File: config.mk
export PLATFORM = sky130hd
export DESIGN_NAME = pin_debounce_filter
export DESIGN_NICKNAME = d
export VERILOG_FILES = /design/src/rtl/dbf_pkg.sv /design/src/rtl/dbf_regs.sv /design/src/rtl/dbf_prescaler.sv /design/src/rtl/dbf_pin_filter.sv /design/src/rtl/pin_debounce_filter.sv
export SDC_FILE = /design/constraint.sdc
export NUM_CORES = 1
export LEC_CHECK = 0
export ABC_AREA = 1
export BUFFER_PORTS_ARGS = -buffer_cell sky130_fd_sc_hd__buf_4
export CORE_UTILIZATION = 40
export DETAILED_ROUTE_END_ITERATION = 6
export GPL_ROUTABILITY_DRIVEN = 0
export PLACE_DENSITY_LB_ADDON = 0.1
export SETUP_SLACK_MARGIN = 0.05
export SLEW_MARGIN = 20
export SYNTH_ARGS = -nofsm -noshare
export SYNTH_HDL_FRONTEND = slang
export SYNTH_SLANG_ARGS = --single-unit
File: constraint.sdc
create_clock -name clk -period 2.3 [get_ports clk]
set_input_delay 0.345 -clock clk [delete_from_list [all_inputs] [get_ports clk]]
set_output_delay 0.345 -clock clk [all_outputs]
set_load 0.02 [all_outputs]
File: src/rtl/dbf_pkg.sv
// Package: shared sizes and register offsets for the debouncer.
// Assumes byte-addressed word registers on an 8-bit offset bus.
package dbf_pkg;
    localparam int ADDR_W   = 8;
    localparam int DATA_W   = 32;
    localparam int DIV_W    = 24;
    localparam int NPIN     = 32;

    localparam logic [ADDR_W-1:0] OFF_SELECT  = 8'h40;
    localparam logic [ADDR_W-1:0] OFF_DIVIDER = 8'h44;

    // Decoded register access for one cycle.
    typedef struct packed {
        logic sel_wr;
        logic div_wr;
    } dbf_wr_t;
endpackage

File: src/rtl/dbf_regs.sv
// Module: register file for the filter-select and divider registers.
// Assumes a single-cycle write strobe; reads are combinational and
// return 0 for unmapped offsets or when bus_sel is low.
module dbf_regs
    import dbf_pkg::*;
#(
    parameter int NP = NPIN,
    parameter int DW = DIV_W
) (
    input  logic              clk,
    input  logic              rst_n,
    input  logic              bus_sel,
    input  logic              bus_wr,
    input  logic [ADDR_W-1:0] bus_addr,
    input  logic [DATA_W-1:0] bus_wdata,
    output logic [DATA_W-1:0] bus_rdata,
    output logic [NP-1:0]     sel_q,
    output logic [DW-1:0]     div_q,
    output logic              div_restart
);
    dbf_wr_t wr;

    // Decode write strobes per register.
    always_comb begin
        wr.sel_wr = bus_sel && bus_wr && (bus_addr == OFF_SELECT);
        wr.div_wr = bus_sel && bus_wr && (bus_addr == OFF_DIVIDER);
    end

    assign div_restart = wr.div_wr;

    // Hold the filter-select bits.
    always_ff @(posedge clk) begin
        if (!rst_n)         sel_q <= '0;
        else if (wr.sel_wr) sel_q <= bus_wdata[NP-1:0];
    end

    // Hold the divisor; upper bus bits are dropped.
    always_ff @(posedge clk) begin
        if (!rst_n)         div_q <= '0;
        else if (wr.div_wr) div_q <= bus_wdata[DW-1:0];
    end

    // Return the addressed register, zero-extended.
    always_comb begin
        bus_rdata = '0;
        if (bus_sel && !bus_wr) begin
            if (bus_addr == OFF_SELECT)       bus_rdata[NP-1:0] = sel_q;
            else if (bus_addr == OFF_DIVIDER) bus_rdata[DW-1:0] = div_q;
        end
    end
endmodule

File: src/rtl/dbf_prescaler.sv
// Module: shared tick divider. Asserts tick for one cycle every div
// cycles; div = 0 stops ticks. A restart pulse zeroes the count.
module dbf_prescaler #(
    parameter int DW = 24
) (
    input  logic          clk,
    input  logic          rst_n,
    input  logic [DW-1:0] div,
    input  logic          restart,
    output logic          tick
);
    logic [DW-1:0] cnt_q;

    // Tick when the count reaches the last cycle of a period.
    assign tick = (div != '0) && (cnt_q == div - DW'(1));

    // Advance, wrap or restart the count.
    always_ff @(posedge clk) begin
        if (!rst_n)                    cnt_q <= '0;
        else if (restart || div == '0) cnt_q <= '0;
        else if (tick)                 cnt_q <= '0;
        else                           cnt_q <= cnt_q + DW'(1);
    end
endmodule

File: src/rtl/dbf_pin_filter.sv
// Module: one-line two-sample debounce filter. Assumes raw is already
// synchronised. When disabled the state tracks raw and the output is raw.
module dbf_pin_filter (
    input  logic clk,
    input  logic rst_n,
    input  logic tick,
    input  logic enable,
    input  logic raw,
    output logic out
);
    logic filt_q;
    logic pend_q;

    // Update filtered level after two consecutive differing samples.
    always_ff @(posedge clk) begin
        if (!rst_n) begin
            filt_q <= 1'b0;
            pend_q <= 1'b0;
        end else if (!enable) begin
            filt_q <= raw;
            pend_q <= 1'b0;
        end else if (tick) begin
            if (raw == filt_q) begin
                pend_q <= 1'b0;
            end else if (pend_q) begin
                filt_q <= raw;
                pend_q <= 1'b0;
            end else begin
                pend_q <= 1'b1;
            end
        end
    end

    // Select filtered or raw level.
    assign out = enable ? filt_q : raw;
endmodule

File: src/rtl/pin_debounce_filter.sv
// Module: top of the prescaled per-pin debouncer. One shared divider
// feeds NP per-line filters; the select register picks filtered lines.
module pin_debounce_filter
    import dbf_pkg::*;
#(
    parameter int NP = NPIN,
    parameter int DW = DIV_W
) (
    input  logic              clk,
    input  logic              rst_n,
    input  logic              bus_sel,
    input  logic              bus_wr,
    input  logic [ADDR_W-1:0] bus_addr,
    input  logic [DATA_W-1:0] bus_wdata,
    output logic [DATA_W-1:0] bus_rdata,
    input  logic [NP-1:0]     pin_raw,
    output logic [NP-1:0]     pin_out
);
    logic [NP-1:0] sel_q;
    logic [DW-1:0] div_q;
    logic          div_restart;
    logic          tick;

    dbf_regs #(.NP(NP), .DW(DW)) u_regs (
        .clk(clk), .rst_n(rst_n), .bus_sel(bus_sel), .bus_wr(bus_wr),
        .bus_addr(bus_addr), .bus_wdata(bus_wdata), .bus_rdata(bus_rdata),
        .sel_q(sel_q), .div_q(div_q), .div_restart(div_restart)
    );

    dbf_prescaler #(.DW(DW)) u_pre (
        .clk(clk), .rst_n(rst_n), .div(div_q), .restart(div_restart),
        .tick(tick)
    );

    for (genvar i = 0; i < NP; i++) begin : g_pin
        dbf_pin_filter u_flt (
            .clk(clk), .rst_n(rst_n), .tick(tick), .enable(sel_q[i]),
            .raw(pin_raw[i]), .out(pin_out[i])
        );
    end
endmodule

==> key figures, run 1 <==
Routing
  – Total Wirelength: 28340 µm
  – Drt wl/cell: around 16 µm
  – Antenna violation net count after detailed routing: 0
  – Via count: 9033
  – Violation count after the first detailed-routing iteration: slightly below 600
  – Average via count per standard cell: 5.083
  – Detailed-router iteration count before antenna repair: 5
  – DRC Markers: 0

Floorplanning
  – Site Rows: 53
  – Horizontal die dimension: roughly 150 µm
  – I/O pins: 140
  – Initial cell density of the core: between 40% and 50%
  – Area inside the core boundary: 21220 µm²
  – Die outline area: about 22000 µm²
  – Die height: 149.8 µm

Synthesis
  – Sequential fraction of the synthesis area: roughly a third
  – Cell area after synthesis: 8738 µm²
  – Async set or reset register ratio after synthesis: 0%
  – Post-synthesis register bit count: roughly 140
  – Count of unique library cells instantiated by Yosys: 32
  – Synthesized instance count: 1329
  – Post-synthesis area per instance: between 6 and 7 µm²
  – Largest cells by area after synthesis: dfxtp_1, nand2_1, nor2_1
  – Synthesis warning total: 0
  – Ys flop type: dfxtp_1
  – Cell taking the most area after synthesis: dfxtp_1
  – Post-synth EDFFs: 0
  – Total nets after synthesis: between 1000 and 1500
  – Area share of the largest cell type after synthesis: about 33%

Global route
  – Maximum number of pins on one net before global-route repair: between 80 and 90
  – Via count of the first global-routing pass: roughly 8000
  – GRT Total Usage: 23.98%
  – First-pass GRT wire length: approximately 42000 µm
  – Total grt overflow: 0
  – Number of antenna violations at the first check in global routing: 0

STA
  – Max Transition Viols Final: 0
  – Final Hold Fails: 0
  – Highest Clock Rate: roughly 0.43 GHz
  – Final Worst Setup Slack: -0.03510 ns
  – Final clock period utilization by the worst path: 101.5%
  – Setup repair after global routing missed its margin: true
  – Clock skew after layout: 0.01101 ns
  – Slew at the pin closest to its max-slew limit: between 0.4 and 0.5 ns
  – Final critical delay including setup and external delays: roughly 2.3 ns
  – Count of endpoints failing setup in the final report: 34
  – Final sum of negative setup slack: -0.5827 ns
  – Worst-case headroom to the max-slew limit: about two thirds

Run
  – Max-cap violation count: 0

Placement
  – Post-Place Worst Slack: -0.06547 ns
  – IO buf count: 139
  – Detailed placer's ending HPWL: roughly 19000 µm

Clock network
  – CTS Root Cell: clkbuf_16
  – Clock insertion delay at the later pin of the skew report: 0.43 ns
  – TritonCTS clock tree: built
  – CTS H-tree lvls: 4
  – CTS clk-pin slew, worst paths: 0.07 ns
  – Number of buffers added by the clock tree synthesis step: 17
  – Maximum clock insertion buffer count: 2
  – Clock sink count: approximately 140

Critical path
  – Nature of the critical path startpoint: flip-flop
  – Critical path class: flip-flop to flip-flop
  – Max FO, Critical Path: 6
  – CP Data Arrival Time: around 2.7 ns
  – Data required time of the worst path: about 2.6 ns
  – Element type at the critical path end: flip-flop

Layout
  – Number of nets in the layout: around 1600
  – Multi-input gate area in the final layout: 5328 µm²
  – Layout-stage area growth over the synthesis result: 34.44%
  – Fraction of layout instances using a drive strength above 1: approximately a quarter
  – Register cell area after layout: around 2900 µm²
  – N_diodes: 0
  – Fillers: 2061

Power
  – Power per Cell Area: about 520 nW/µm²
  – Post-route total power: approximately 6 mW
  – Static power due to leakage: a little under 5 nW
  – Worst vdd rail ir drop: ~0.00048 V

Outcome
  – Status: finished with violations
  – Failing checks: negative setup slack

Worst hold path
  – Type of the tightest min-delay check: primary input to flip-flop
what timing repair did:
item                       in CTS  in global routing
buffers inserted                1                 17
setup endpoints to repair      81                 88
gates cloned                    1                 13
pin swaps                       1                 58
gates resized for setup        11                131
hold buffers                    0                  0
metal layers:
metal | track usage [%] | part of all wire, % | up-vias | wire [µm]
li1 | - | - | 4572 | -
met4 | 8.586 | 2.2 | 0 | 617
met5 | 0 | 0 | - | 0
met2 | 38.82 | 46 | 279 | 12970
met3 | 3.689 | 5.8 | 35 | 1641
met1 | 32.15 | 46 | 4147 | 13110
power by group:
part	total (mW)	switching, mW	internal (mW)	leakage, nW
logic	0.528	0.299	0.229	3.39
clock network	3.04	1.20	1.84	0.299
registers	2.54	0.0214	2.52	1.18
total	6.11	1.52	4.59	4.86
through the flow:
stage	cell area, µm²	utilization [%]	hold slack [ns]	cells
5_1_grt	11750	55.36	0.1356	1777
6_report	11750	55.36	0.1376	1777
2_1_floorplan	8757	-	0.4423	1329
4_1_cts	10820	50.97	0.1269	1747
3_5_place_dp	10130	47.74	0.4601	1713
3_3_place_gp	10130	47.74	0.4537	1713
final cells by class:
type                       instances  share of cell area, %
clock buffer                      18                  3.653
clock inverter                    14                  1.736
inverter                         130                  4.196
multi-input combinational        976                  45.35
sequential                       144                  24.77
tap                              275                  2.929
timing repair buffer             220                  17.36
Yosys cell counts, types with 2 or more instances:
master / instances
nand3b_1: 4
buf_6: 8
nand3_1: 63
nor2_2: 5
nand2_1: 267
a21oi_2: 27
dfxtp_1: 144
clkinv_1: 2
a31oi_1: 2
buf_4: 36
nor3_1: 11
and3_1: 2
clkbuf_1: 30
nor4_1: 4
or2_2: 2
o21ai_0: 50
o21bai_2: 28
a21oi_1: 126
xnor2_1: 44
o21bai_1: 4
nand4_1: 41
inv_1: 128
xor2_1: 9
nor2_4: 5
nor3b_1: 8
buf_2: 7
nor2_1: 265
ha_1: 3
path summary, 6_finish.rpt:
kind                                                           from                                  end  slack [ns]  depth (start not counted)
worst max-delay path                   u_regs.div_q[1]$_SDFFE_PN0P_           u_pre.cnt_q[12]$_SDFF_PP0_       -0.04                         17
worst min-delay path                                  bus_wdata[24]        u_regs.sel_q[24]$_SDFFE_PN0P_        0.14                          3
worst max register to register         u_regs.div_q[1]$_SDFFE_PN0P_           u_pre.cnt_q[12]$_SDFF_PP0_       -0.04                         17
worst min register to register  g_pin[22].u_flt.pend_q$_SDFFE_PN0P_  g_pin[22].u_flt.pend_q$_SDFFE_PN0P_        0.47                          2
kinds of logic (layout without fill, tap and decap cells):
| logic type | Yosys count | count (layout) | share of synthesized area (%) |
|---|---|---|---|
| compound gates | 238 | 238 | 16.97 |
| xor+xnor | 53 | 53 | 5.312 |
| fa+ha+maj | 3 | 3 | 0.4296 |
| buf+inv | 211 | 382 | 11.40 |
| flops | 144 | 144 | 32.99 |
| simple gates | 680 | 682 | 32.90 |
layout by cell type, fill, tap and decap left out, types with 7 or more instances in the layout:
master,instances
a21oi_2,40
a21oi_1,113
o21bai_2,11
buf_6,8
buf_12,14
nor2_4,19
o21ai_0,49
dfxtp_2,10
nor2_1,238
inv_1,125
nand4_1,41
nand3_1,61
nor3_1,7
o21bai_4,17
buf_4,187
dfxtp_1,130
nand2_1,255
xor2_1,9
clkbuf_16,27
nor2_2,19
xnor2_1,44
nand2_2,9
sequential cells by signal, indices dropped and copies added, names as in the netlist:
register            cells
g_pin.u_flt.filt_q     32
g_pin.u_flt.pend_q     32
u_pre.cnt_q            24
u_regs.sel_q           32
u_regs.div_q           24
critical path, cell delays in order (launching register included):
cell and delay (ns):
dfxtp_4 0.39, inv_4 0.04, ha_4 0.27, inv_2 0.03
nand2_1 0.04, nand2_1 0.05, nor2_1 0.08, nand2_1 0.05
nor2_1 0.08, nand2_1 0.07, nor2_2 0.13, nand2_2 0.09
nor2_4 0.14, buf_12 0.14, nand3_4 0.20, nand2_8 0.19
clkbuf_16 0.18, nor3b_1 0.05
Power figures use the tool's default switching activity.
==> run 2: changes to the inputs <==
==> constraint.sdc (replaced) <==
create_clock -name clk -period 2.3 [get_ports clk]
set_input_delay 0.23 -clock clk [delete_from_list [all_inputs] [get_ports clk]]
set_output_delay 0.23 -clock clk [all_outputs]
set_load 0.02 [all_outputs]
==> run 2 against run 1 <==
  * The flow still finishes with violations (negative setup slack)
  * Fmax decreased by 1.2%
  * Sequential cell count unchanged
  * First-iteration DRC count shrank 9.5%
  * Hold slack got worse by 0.12 ns
  * Register-to-register slack got worse by 0.03 ns
  * Combinational power is 2% lower
  * Routed wire length is 0.30% higher
==> key figures, run 2 (synthesis gave the netlist of run 1 again) <==
Outcome
  – Status: finished with violations
  – Failing checks: negative setup slack

Critical path
  – Critical path class: flip-flop to flip-flop
  – Flop2flop setup slack: -0.06 ns (-0.03 ns)
  – Critical register-to-register path endpoint: g_pin[12].u_flt.pend_q$_SDFFE_PN0P_
  – Data required time of the worst path: 2.63 ns (about the same)
  – Start point of the critical path: u_regs.div_q[0]$_SDFFE_PN0P_
  – CP Data Arrival Time: 2.69 ns (+0.03 ns)
  – Nature of the critical path startpoint: flip-flop
  – Max FO, Critical Path: 5 (-1)
  – Element type at the critical path end: flip-flop
  – Beginning of the worst register-to-register path: u_regs.div_q[0]$_SDFFE_PN0P_
  – Capture point of the critical path: g_pin[12].u_flt.pend_q$_SDFFE_PN0P_
  – Number of cells traversed by the worst register-to-register path: 18 (+1)

Power
  – Static power due to leakage: 4.699 nW (-3.3%)
  – Post-route total power: 6.086 mW (-0.37%)
  – Worst vdd rail ir drop: 0.0004499 V (-6.7%)
  – Power per Cell Area: 538.5 nW/µm² (+3.6%)

Routing
  – DRC Markers: 0 (unchanged)
  – Drt wl/cell: 16.22 µm (+1.7%)
  – Antenna violation net count after detailed routing: 0 (unchanged)
  – Violation count after the first detailed-routing iteration: 532 (-9.5%)
  – Detailed-router iteration count before antenna repair: 5 (unchanged)
  – Total Wirelength: 28420 µm (+0.30%)
  – Average via count per standard cell: 5.096 (+0.25%)
  – Via count: 8928 (-1.2%)

STA
  – Final Worst Setup Slack: -0.06371 ns (-0.02861 ns)
  – Final clock period utilization by the worst path: 102.8% (+1.2 points)
  – Count of endpoints failing setup in the final report: 54 (+59%)
  – Slew at the pin closest to its max-slew limit: 0.5351 ns (+0.06052 ns)
  – Worst-case headroom to the max-slew limit: 64.16% (-4.1 points)
  – Setup repair after global routing missed its margin: true
  – Final critical delay including setup and external delays: 2.364 ns (+0.02861 ns)
  – Hold slack: 0.01446 ns (-0.1231 ns)
  – Final Hold Fails: 0 (unchanged)
  – Max Transition Viols Final: 0 (unchanged)
  – Highest Clock Rate: 0.4231 GHz (-1.2%)
  – Clock skew after layout: 0.007082 ns (-0.003928 ns)

Clock network
  – Clock insertion delay at the later pin of the skew report: 0.44 ns (about the same)
  – Clock sink count: 144 (unchanged)
  – Number of buffers added by the clock tree synthesis step: 17 (unchanged)
  – CTS H-tree lvls: 4 (unchanged)
  – Maximum clock insertion buffer count: 2 (unchanged)
  – CTS Root Cell: clkbuf_16
  – TritonCTS clock tree: built
  – CTS clk-pin slew, worst paths: 0.06 ns (about the same)

Layout
  – Fraction of layout instances using a drive strength above 1: 22.41% (-4.3 points)
  – Highest-count cells in the layout ignoring fill and taps: nand2_1, nor2_1, buf_4
  – Layout-stage area growth over the synthesis result: 29.34%
  – Non-filler instance count after layout: 1752 (-1.4%)
  – Number of nets in the layout: 1543 (-1.6%)
  – N_diodes: 0 (unchanged)
  – Top flop regs: g_pin.u_flt.filt_q x32, g_pin.u_flt.pend_q x32, u_regs.sel_q x32
  – Most common library cell in the layout ignoring fill and taps: nand2_1

Global route
  – Number of antenna violations at the first check in global routing: 0 (unchanged)
  – First-pass GRT wire length: 41180 µm (-1.5%)
  – GRT Total Usage: 23.91% (-0.063 points)
  – Total grt overflow: 0 (unchanged)
  – Via count of the first global-routing pass: 7811 (-2.9%)
  – Maximum number of pins on one net before global-route repair: 111 (+35%)

Floorplanning
  – Horizontal die dimension: 149.8 µm (unchanged)
  – Area inside the core boundary: 21220 µm² (unchanged)
  – I/O pins: 140 (unchanged)
  – Die height: 149.8 µm (unchanged)
  – Die outline area: 22440 µm² (unchanged)
  – Site Rows: 53 (unchanged)
  – Initial cell density of the core: 41.18% (unchanged)

Worst hold path
  – Type of the tightest min-delay check: primary input to flip-flop

Placement
  – Post-placement cell count: 1698 (-0.88%)
  – IO buf count: 139 (unchanged)
  – Post-Place Worst Slack: -0.06356 ns (+0.001915 ns)
  – Detailed placer's ending HPWL: 18890 µm (-1.8%)

Run
  – Max-cap violation count: 0 (unchanged)
run 2: cell type report:
type | instances | area [µm²]
fill | 2150 | 9918
multi-input combinational | 975 | 5111
sequential | 144 | 2893
timing repair buffer | 196 | 1839
inverter | 130 | 488.0
clock buffer | 18 | 439.2
tap | 275 | 344.1
clock inverter | 14 | 187.7
run 2: report_power, final:
group	internal (mW)	total, mW	switching (mW)
clock network	1.84	3.02	1.18
registers	2.53	2.55	0.0219
logic	0.225	0.520	0.295
total	4.59	6.09	1.49
run 2: per-layer routing:
layer	vias up	global-route usage (%)	share of wire, %
li1	4526	-	-
met1	4084	32.64	47
met2	281	37.57	45
met3	37	3.598	5.4
met4	0	9.646	2.3
met5	-	0	0
run 2: worst min-delay path by stage:
stage	startpoint	end	slack, ns	cells past startpoint
after floorplan	pin_raw[0]	g_pin[0].u_flt.filt_q$_SDFFE_PN0P_	0.36	2
after global placement	g_pin[28].u_flt.pend_q$_SDFFE_PN0P_	g_pin[28].u_flt.pend_q$_SDFFE_PN0P_	0.45	2
after detailed placement	bus_wdata[28]	u_regs.sel_q[28]$_SDFFE_PN0P_	0.46	3
after CTS	bus_wdata[28]	u_regs.sel_q[28]$_SDFFE_PN0P_	0.005	3
after global routing	bus_wdata[27]	u_regs.sel_q[27]$_SDFFE_PN0P_	0.02	3
final	bus_wdata[28]	u_regs.sel_q[28]$_SDFFE_PN0P_	0.01	3
run 2: per-stage QoR:
| stage | utilization (%) | setup TNS [ns] | area, µm² |
|---|---|---|---|
| 2_1_floorplan | - | 0 | 8738 |
| 3_3_place_gp | 47.12 | -1.448 | 9998 |
| 3_5_place_dp | 47.12 | -1.393 | 9998 |
| 4_1_cts | 50.24 | 0 | 10660 |
| 5_1_grt | 53.26 | -11.61 | 11300 |
| 6_report | 53.26 | -1.116 | 11300 |
run 2: worst max-delay path, stage by stage, from the launching register on:
cell and delay [ns]:
dfxtp_2 0.33, inv_2 0.05, ha_4 0.27, inv_2 0.03
nand2_2 0.04, nand2_1 0.04, nor2_1 0.10, nand2_1 0.06
nor2_1 0.13, nand2_1 0.06, nor2_1 0.12, nand2_1 0.12
nor2_4 0.14, buf_12 0.13, nand3_4 0.09, clkbuf_16 0.19
buf_16 0.15, o21bai_1 0.15, a21oi_1 0.05
run 2: what timing repair did:
action,in CTS,in global routing
setup endpoints to repair,88,91
setup buffers,0,6
hold buffers,0,0
gates cloned,1,15
pin swaps,1,28
gates resized for setup,8,54
